===== config.mk =====
export PLATFORM = sky130hd
export DESIGN_NAME = cas_result_arb
export DESIGN_NICKNAME = d
export VERILOG_FILES = /design/src/rtl/cas_arb_pkg.sv /design/src/rtl/cas_grp_prio.sv /design/src/rtl/cas_prio_tree.sv /design/src/rtl/cas_cfg_check.sv /design/src/rtl/cas_delay_line.sv /design/src/rtl/cas_result_arb.sv
export SDC_FILE = /design/constraint.sdc
export NUM_CORES = 1
export LEC_CHECK = 0
export CAP_MARGIN = 20
export CORE_AREA = 3 3 339 341
export DETAILED_ROUTE_END_ITERATION = 16
export DIE_AREA = 0 0 342 344
export SLEW_MARGIN = 20
export SYNTH_ARGS = -nofsm -noshare
export SYNTH_HDL_FRONTEND = slang
export SYNTH_HIERARCHICAL = 1
export SYNTH_SLANG_ARGS = --single-unit

===== constraint.sdc =====
create_clock -name clk -period 7.3 [get_ports clk]
set_clock_uncertainty 0.2 [all_clocks]
set_input_delay 2.19 -clock clk [delete_from_list [all_inputs] [get_ports clk]]
set_output_delay 2.19 -clock clk [all_outputs]
set_load 0.02 [all_outputs]

===== src/rtl/cas_arb_pkg.sv =====
package cas_arb_pkg;
  localparam int unsigned MAX_LAT  = 6;
  localparam int unsigned MAX_HLAT = 7;
  localparam int unsigned GRP_W    = 8;

  typedef enum logic [1:0] {
    TS_SINGLE = 2'b00,
    TS_GROUP  = 2'b01,
    TS_FULL   = 2'b10,
    TS_RSVD   = 2'b11
  } tsize_e;

  // Result latency in cycles for a table-size code; the reserved code uses the longest
  function automatic int unsigned lat_of(input logic [1:0] code);
    case (tsize_e'(code))
      TS_SINGLE: return 4;
      TS_GROUP:  return 5;
      default:   return 6;
    endcase
  endfunction
endpackage


===== src/rtl/cas_grp_prio.sv =====
module cas_grp_prio #(
  parameter  int W  = 8,
  localparam int IW = $clog2(W)
) (
  input  logic [W-1:0]  req,
  output logic          hit,
  output logic [IW-1:0] idx
);
  always_comb begin
    hit = 1'b0;
    idx = '0;
    for (int i = W - 1; i >= 0; i--) begin
      if (req[i]) begin
        hit = 1'b1;
        idx = IW'(i);
      end
    end
  end

  // the selected request is set and nothing below it is
  always_comb begin
    if (hit) begin
      a_r1_grp_lowest: assert (req[idx] && ((req & ((W'(1) << idx) - W'(1))) == '0));
    end
  end
endmodule


===== src/rtl/cas_prio_tree.sv =====
module cas_prio_tree
  import cas_arb_pkg::*;
#(
  parameter  int N    = 31,
  localparam int IW   = $clog2(N),
  localparam int NG   = (N + GRP_W - 1) / GRP_W,
  localparam int PADW = NG * GRP_W,
  localparam int GIW  = $clog2(GRP_W)
) (
  input  logic [N-1:0]  req,
  output logic          hit,
  output logic [IW-1:0] idx
);
  logic [PADW-1:0] req_pad;
  logic [NG-1:0]   g_hit;
  logic [GIW-1:0]  g_idx [NG];

  assign req_pad = PADW'(req);

  for (genvar g = 0; g < NG; g++) begin : g_grp
    cas_grp_prio #(.W(GRP_W)) u_grp (
      .req (req_pad[g*GRP_W +: GRP_W]),
      .hit (g_hit[g]),
      .idx (g_idx[g])
    );
  end

  always_comb begin
    hit = |g_hit;
    idx = '0;
    for (int g = NG - 1; g >= 0; g--) begin
      if (g_hit[g]) idx = IW'(g * GRP_W + int'(g_idx[g]));
    end
  end
endmodule


===== src/rtl/cas_cfg_check.sv =====
module cas_cfg_check #(
  parameter int N  = 31,
  parameter int IW = $clog2(N)
) (
  input  logic            clk,
  input  logic            rst,
  input  logic [2*N-1:0]  cfg_size,
  input  logic [3*N-1:0]  cfg_hlat,
  input  logic [N-1:0]    cfg_last_ram,
  input  logic [N-1:0]    cfg_last_dev,
  output logic            err_q,
  output logic [1:0]      size_q,
  output logic [2:0]      hlat_q,
  output logic [IW-1:0]   ram_dflt_q,
  output logic [IW-1:0]   dev_dflt_q
);
  localparam logic [N-1:0] FINAL_MASK = {1'b1, {(N-1){1'b0}}};

  logic          mism;
  logic          err_d;
  logic [IW-1:0] ram_dflt_d;
  logic [IW-1:0] dev_dflt_d;

  function automatic logic [IW-1:0] first_or_final(input logic [N-1:0] m);
    logic [IW-1:0] r;
    r = IW'(N - 1);
    for (int i = N - 1; i >= 0; i--) if (m[i]) r = IW'(i);
    return r;
  endfunction

  always_comb begin
    mism = 1'b0;
    for (int i = 1; i < N; i++) begin
      if (cfg_size[2*i +: 2] != cfg_size[1:0]) mism = 1'b1;
      if (cfg_hlat[3*i +: 3] != cfg_hlat[2:0]) mism = 1'b1;
    end
    err_d = mism
          || (cfg_last_ram != FINAL_MASK)
          || (cfg_last_dev != FINAL_MASK)
          || (cfg_size[1:0] == 2'b11);
    ram_dflt_d = first_or_final(cfg_last_ram);
    dev_dflt_d = first_or_final(cfg_last_dev);
  end

  always_ff @(posedge clk) begin
    if (rst) begin
      err_q      <= 1'b0;
      size_q     <= 2'b10;
      hlat_q     <= 3'd0;
      ram_dflt_q <= IW'(N - 1);
      dev_dflt_q <= IW'(N - 1);
    end else begin
      err_q      <= err_d;
      size_q     <= cfg_size[1:0];
      hlat_q     <= cfg_hlat[2:0];
      ram_dflt_q <= ram_dflt_d;
      dev_dflt_q <= dev_dflt_d;
    end
  end

  // a clean configuration leaves both defaults on the final device
  a_r9_clean_defaults: assert property (@(posedge clk) disable iff (rst)
    !err_q |-> (ram_dflt_q == IW'(N - 1)) && (dev_dflt_q == IW'(N - 1)));
  // the reserved size code is always reported
  a_r12_rsvd_flagged: assert property (@(posedge clk) disable iff (rst)
    (size_q == 2'b11) |-> err_q);
endmodule


===== src/rtl/cas_delay_line.sv =====
module cas_delay_line #(
  parameter int DEPTH = 11,
  parameter int PW    = 23
) (
  input  logic                      clk,
  input  logic                      rst,
  input  logic                      in_vld,
  input  logic [PW-1:0]             in_pay,
  output logic [DEPTH-1:0]          vld,
  output logic [DEPTH-1:0][PW-1:0]  pay
);
  // Valid bits are reset; payload is a plain shift chain with no reset
  always_ff @(posedge clk) begin
    if (rst) vld <= '0;
    else     vld <= {vld[DEPTH-2:0], in_vld};
  end

  always_ff @(posedge clk) begin
    pay <= {pay[DEPTH-2:0], in_pay};
  end
endmodule


===== src/rtl/cas_result_arb.sv =====
module cas_result_arb
  import cas_arb_pkg::*;
#(
  parameter  int N_DEV = 31,
  parameter  int LOC_W = 17,
  localparam int IDX_W = $clog2(N_DEV),
  localparam int GA_W  = IDX_W + LOC_W
) (
  input  logic                    clk,
  input  logic                    rst,
  input  logic                    srch_cmd,
  input  logic [N_DEV-1:0]        dev_hit,
  input  logic [N_DEV*LOC_W-1:0]  dev_laddr,
  input  logic [2*N_DEV-1:0]      cfg_size,
  input  logic [3*N_DEV-1:0]      cfg_hlat,
  input  logic [N_DEV-1:0]        cfg_last_ram,
  input  logic [N_DEV-1:0]        cfg_last_dev,
  output logic                    ram_vld,
  output logic                    ram_hit,
  output logic [GA_W-1:0]         ram_addr,
  output logic [N_DEV-1:0]        ram_drv_en,
  output logic                    flag_vld,
  output logic                    flag_hit,
  output logic [N_DEV-1:0]        flag_drv_en,
  output logic                    cfg_err
);
  localparam int PW    = 1 + IDX_W + LOC_W;
  localparam int CHAIN = MAX_LAT + MAX_HLAT - 2;
  localparam int TW    = $clog2(CHAIN);
  localparam logic [N_DEV-1:0] ONE = {{(N_DEV-1){1'b0}}, 1'b1};

  // Stage 1: capture per-device results with the command
  logic                   cmd_q;
  logic [N_DEV-1:0]       hit_q;
  logic [N_DEV*LOC_W-1:0] laddr_q;

  always_ff @(posedge clk) begin
    if (rst) cmd_q <= 1'b0;
    else     cmd_q <= srch_cmd;
  end

  always_ff @(posedge clk) begin
    hit_q   <= dev_hit;
    laddr_q <= dev_laddr;
  end

  // Configuration checks and registered codes
  logic [1:0]       size_q;
  logic [2:0]       hlat_q;
  logic [IDX_W-1:0] ram_dflt;
  logic [IDX_W-1:0] dev_dflt;

  cas_cfg_check #(.N(N_DEV), .IW(IDX_W)) u_cfg (
    .clk          (clk),
    .rst          (rst),
    .cfg_size     (cfg_size),
    .cfg_hlat     (cfg_hlat),
    .cfg_last_ram (cfg_last_ram),
    .cfg_last_dev (cfg_last_dev),
    .err_q        (cfg_err),
    .size_q       (size_q),
    .hlat_q       (hlat_q),
    .ram_dflt_q   (ram_dflt),
    .dev_dflt_q   (dev_dflt)
  );

  // Priority encode, lowest device first
  logic             win_hit;
  logic [IDX_W-1:0] win_idx;
  logic [LOC_W-1:0] win_la;
  logic [PW-1:0]    win_pay;

  cas_prio_tree #(.N(N_DEV)) u_prio (
    .req (hit_q),
    .hit (win_hit),
    .idx (win_idx)
  );

  always_comb begin
    win_la  = win_hit ? laddr_q[int'(win_idx)*LOC_W +: LOC_W] : '0;
    win_pay = {win_hit, win_idx, win_la};
  end

  // Schedule chain; tap 0 is loaded two edges after the command
  logic [CHAIN-1:0]         c_vld;
  logic [CHAIN-1:0][PW-1:0] c_pay;

  cas_delay_line #(.DEPTH(CHAIN), .PW(PW)) u_dly (
    .clk    (clk),
    .rst    (rst),
    .in_vld (cmd_q),
    .in_pay (win_pay),
    .vld    (c_vld),
    .pay    (c_pay)
  );

  logic [TW-1:0]    ram_tap;
  logic [TW-1:0]    flag_tap;
  logic             r_v, f_v, r_h, f_h;
  logic [IDX_W-1:0] r_i, f_i;
  logic [LOC_W-1:0] r_la;

  always_comb begin
    ram_tap  = TW'(int'(lat_of(size_q)) - 3);
    flag_tap = TW'(int'(lat_of(size_q)) + int'(hlat_q) - 3);
    r_v  = c_vld[ram_tap];
    r_h  = c_pay[ram_tap][PW-1];
    r_i  = c_pay[ram_tap][PW-2 -: IDX_W];
    r_la = c_pay[ram_tap][LOC_W-1:0];
    f_v  = c_vld[flag_tap];
    f_h  = c_pay[flag_tap][PW-1];
    f_i  = c_pay[flag_tap][PW-2 -: IDX_W];
  end

  // Registered bus-owner outputs
  always_ff @(posedge clk) begin
    if (rst) begin
      ram_vld     <= 1'b0;
      ram_hit     <= 1'b0;
      ram_addr    <= '0;
      ram_drv_en  <= '0;
      flag_vld    <= 1'b0;
      flag_hit    <= 1'b0;
      flag_drv_en <= '0;
    end else begin
      ram_vld     <= r_v;
      ram_hit     <= r_v && r_h;
      ram_addr    <= (r_v && r_h) ? {r_i, r_la} : '0;
      ram_drv_en  <= !r_v ? '0 : (r_h ? (ONE << r_i) : (ONE << ram_dflt));
      flag_vld    <= f_v;
      flag_hit    <= f_v && f_h;
      flag_drv_en <= !f_v ? '0 : (f_h ? (ONE << f_i) : (ONE << dev_dflt));
    end
  end

  // exactly one owner in each result cycle
  a_r5_ram_onehot: assert property (@(posedge clk) disable iff (rst)
    ram_vld |-> $onehot(ram_drv_en));
  a_r5_flag_onehot: assert property (@(posedge clk) disable iff (rst)
    flag_vld |-> $onehot(flag_drv_en));
  // no owner outside result cycles
  a_r10_ram_quiet: assert property (@(posedge clk) disable iff (rst)
    !ram_vld |-> (ram_drv_en == '0) && !ram_hit);
  a_r10_flag_quiet: assert property (@(posedge clk) disable iff (rst)
    !flag_vld |-> (flag_drv_en == '0) && !flag_hit);
  // on a hit the bus owner is the device named in the address
  a_r2_owner_matches_addr: assert property (@(posedge clk) disable iff (rst)
    (ram_vld && ram_hit) |-> ram_drv_en[ram_addr[GA_W-1 -: IDX_W]]);
  // with a clean setup a miss is driven by the final device
  a_r3_miss_final: assert property (@(posedge clk) disable iff (rst)
    (ram_vld && !ram_hit && !cfg_err && $stable(cfg_err)) |-> ram_drv_en[N_DEV-1]);
endmodule


==> results.txt <==
The run finished with clean final reports. No sink is reached through more buffers than the 3 on the longest clock path. The number of nets in the layout came out at 3555.

The number of DRC markers after the initial detailed-route iteration came out at around 1000. The count of nets left with antenna violations once routing finished came out at 0. Summed over all layers, the global routing overflow is 0. The leakage power total came out at 14.4 nW. The start point of the critical path is u_cfg/size_q[1].

The largest incremental delay on the critical path is 0.96 ns. The number of antenna violations at the first check in global routing is 35. After clock tree synthesis, the setup repair step added 0 buffers. The kind of capture point of the worst setup path is a flip-flop. The capture instance of the worst register-to-register path is flag_drv_en[3].

The cell sitting at the root of the clock tree is a sky130_fd_sc_hd__clkbuf_16. The post-synth design cell area came out at about 0.025 mm². Clock latency on the worst-skew pair, taken at its later pin, is roughly 0.68 ns.

The TritonCTS buffer count came out at 86. Dividing the detail-routed via count by the number of cells gives between 4 and 5. In the final timing run, aggregate negative setup slack is 0 ns.

The first global-routing pass estimated 128000 µm of wire. By startpoint and endpoint, the worst setup path is classified as flip-flop to flip-flop. The via count of the first global-routing pass came out at 18400. The Yosys step of the flow raised 6 warnings. Of all nets on the critical path, the largest fanout is approximately 50. After clock tree synthesis, the clock-pin slew on the worst setup and hold paths is about 0.06 ns. The mean routed wirelength per cell came out at 21.6 µm. The pin slew with the least headroom to its limit is between 0.9 and 1 ns.

The largest net degree at the start of global routing is 83. Derived from the worst setup path, the maximum achievable clock frequency is 212 MHz. The register-to-register path setup slack came out at 2.58 ns. The initial utilization of the core area, before any placement, comes to ~22%. Max-cap violations in this run came to 0. Across all layers, the routed design uses 17900 vias.

The post-route core utilization came out at about a third. The clock tree from TritonCTS is yes. Counting every instance in the synthesized netlist gives about 1900.

The length in cells of the worst reg-to-reg path came out at 11. For the worst setup path, the data required time is 7.58 ns. Counting both buffers and inverters, the worst setup path holds a total of 2. The critical path's top delay family is simple AND/OR/NAND/NOR gates. The mean instance size in the synthesized netlist is between 10 and 15 µm².

The count of buffers inserted at the top-level ports came out at between 800 and 900. The number of gates resized after CTS was 0. The floorplan step defined a die boundary enclosing 0.118 mm². The peak supply drop came out at 0.000178 V. The total count of max-transition violations in the final report is 0.

The number of hold buffers added after CTS was 0. The post-route DRC violation count is 0. The fraction of layout instances using a drive strength above 1 is approximately an eighth.

The slowest cell on the critical path is sky130_fd_sc_hd__dfxtp_2. The worst register-to-register path begins at u_cfg/size_q[1]. The instance count on the critical path is 11. The vertical die dimension is 344 µm.

The total routing usage reported by global routing is 15.2%. STA puts the critical path data arrival time at 5.00 ns. The number of setup violations in the final report came out at 0. The final count of hold timing violations is 0.

The end of the critical path is flag_drv_en[3]. Before antenna repair, the detailed router went through 7 iterations. The min-delay analysis places its worst path in the category flip-flop to flip-flop.

After floorplanning, the core was sized to cover 0.112 mm². The headroom to the max-slew limit came out at 35.5%. The congestion estimate from routability-driven global placement came to just over 0.9.

The level count of the clock H-tree came out at 3. The signal on the critical path passes through nand2b_1, ha_1, inv_1, fa_1, buf_4, mux4_1, and2_1, a211oi_1, a311oi_1, or3b_1, nor3_1. The number of rows in the core area came out at 123.

The total clock sinks came out at 808. STA classifies the critical path startpoint as a flip-flop. The detailed-placement wirelength estimate came out at between 70000 and 80000 µm. The clock period minus final worst setup slack came out at 4.72 ns. The number of I/O pins came out at 867. After filler insertion, the fill cell instance count of the layout stands at 11000. The post-detailed-routing wire length is 94200 µm. The layout-stage area growth over the synthesis result is 53.3%.

The die is 342 µm wide. The total power divided by cell area is roughly 260 mW/mm². Setup repair after global routing left no endpoint under its margin. The period utilization is 64.7%.
[flip-flops by register name (all words and copies together) (netlist names), 2 cells and up]
name,flops
laddr_q,527
u_dly/pay,134
flag_drv_en,31
hit_q,31
ram_drv_en,31
ram_addr,22
u_dly/vld,11
u_cfg/dev_dflt_q,5
u_cfg/ram_dflt_q,5
u_cfg/hlat_q,3
u_cfg/size_q,2
[cell usage in the layout (no fill, tap or decap), drive strengths merged, types with 34 or more instances in the layout]
cell,count
clkdlybuf4s50,865
dfxtp,808
nor2,155
mux4,150
clkbuf,119
nand2,76
mux2i,73
o21ai,65
a21oi,57
nor3,47
nand3,35
nor4,34
inv,34
[power by group]
part | switching (mW) | internal [mW] | leakage, nW
registers | 0.0952 | 4.65 | 6.76
logic | 0.377 | 0.621 | 6.17
clock network | 1.88 | 2.59 | 1.42
[per-layer routing]
metal	vias up	share of wire [%]	GRT usage, %
met4	14	2.2	5.96
met1	8489	38	16.9
li1	8676	-	-
met5	-	0.094	0
met2	627	52	27.3
met3	131	7.1	4.55
[worst min-delay path by stage]
stage                         end     startpoint  slack, ns  depth (start not counted)
finish              u_dly/pay[85]  u_dly/pay[62]       0.10                          0
global route        u_dly/pay[85]  u_dly/pay[62]       0.11                          0
CTS                 u_dly/pay[85]  u_dly/pay[62]        0.1                          0
detailed placement  u_dly/pay[29]   u_dly/pay[6]       0.11                          0
global placement    u_dly/pay[37]  u_dly/pay[14]       0.11                          0
floorplan           u_dly/pay[23]   u_dly/pay[0]       0.11                          0
[cell type report]
type	instances	area, µm²	share of cell area (%)
sequential	808	16200	42.0
timing repair buffer	881	8830	22.9
inverter	24	90.1	0.234
multi-input combinational	973	8540	22.2
clock buffer	119	2430	6.30
antenna	27	67.6	0.175
tap	1500	1880	4.87
clock inverter	34	529	1.37
[through the flow]
step / instance area, µm² / setup WS [ns] / instances / power (mW) / hold WS (ns)
finish: 38500 / 2.58 / 4366 / 10.2 / 0.105
global route: 38500 / 2.21 / 4357 / 10.6 / 0.110
CTS: 38400 / 2.30 / 4339 / 10.4 / 0.0955
detailed placement: 35500 / 2.19 / 4186 / 5.86 / 0.112
global placement: 35500 / 2.27 / 4186 / 5.85 / 0.115
floorplan: 25100 / 2.74 / 1890 / 5.22 / 0.110
No activity file was read; power rests on OpenSTA's default activity.
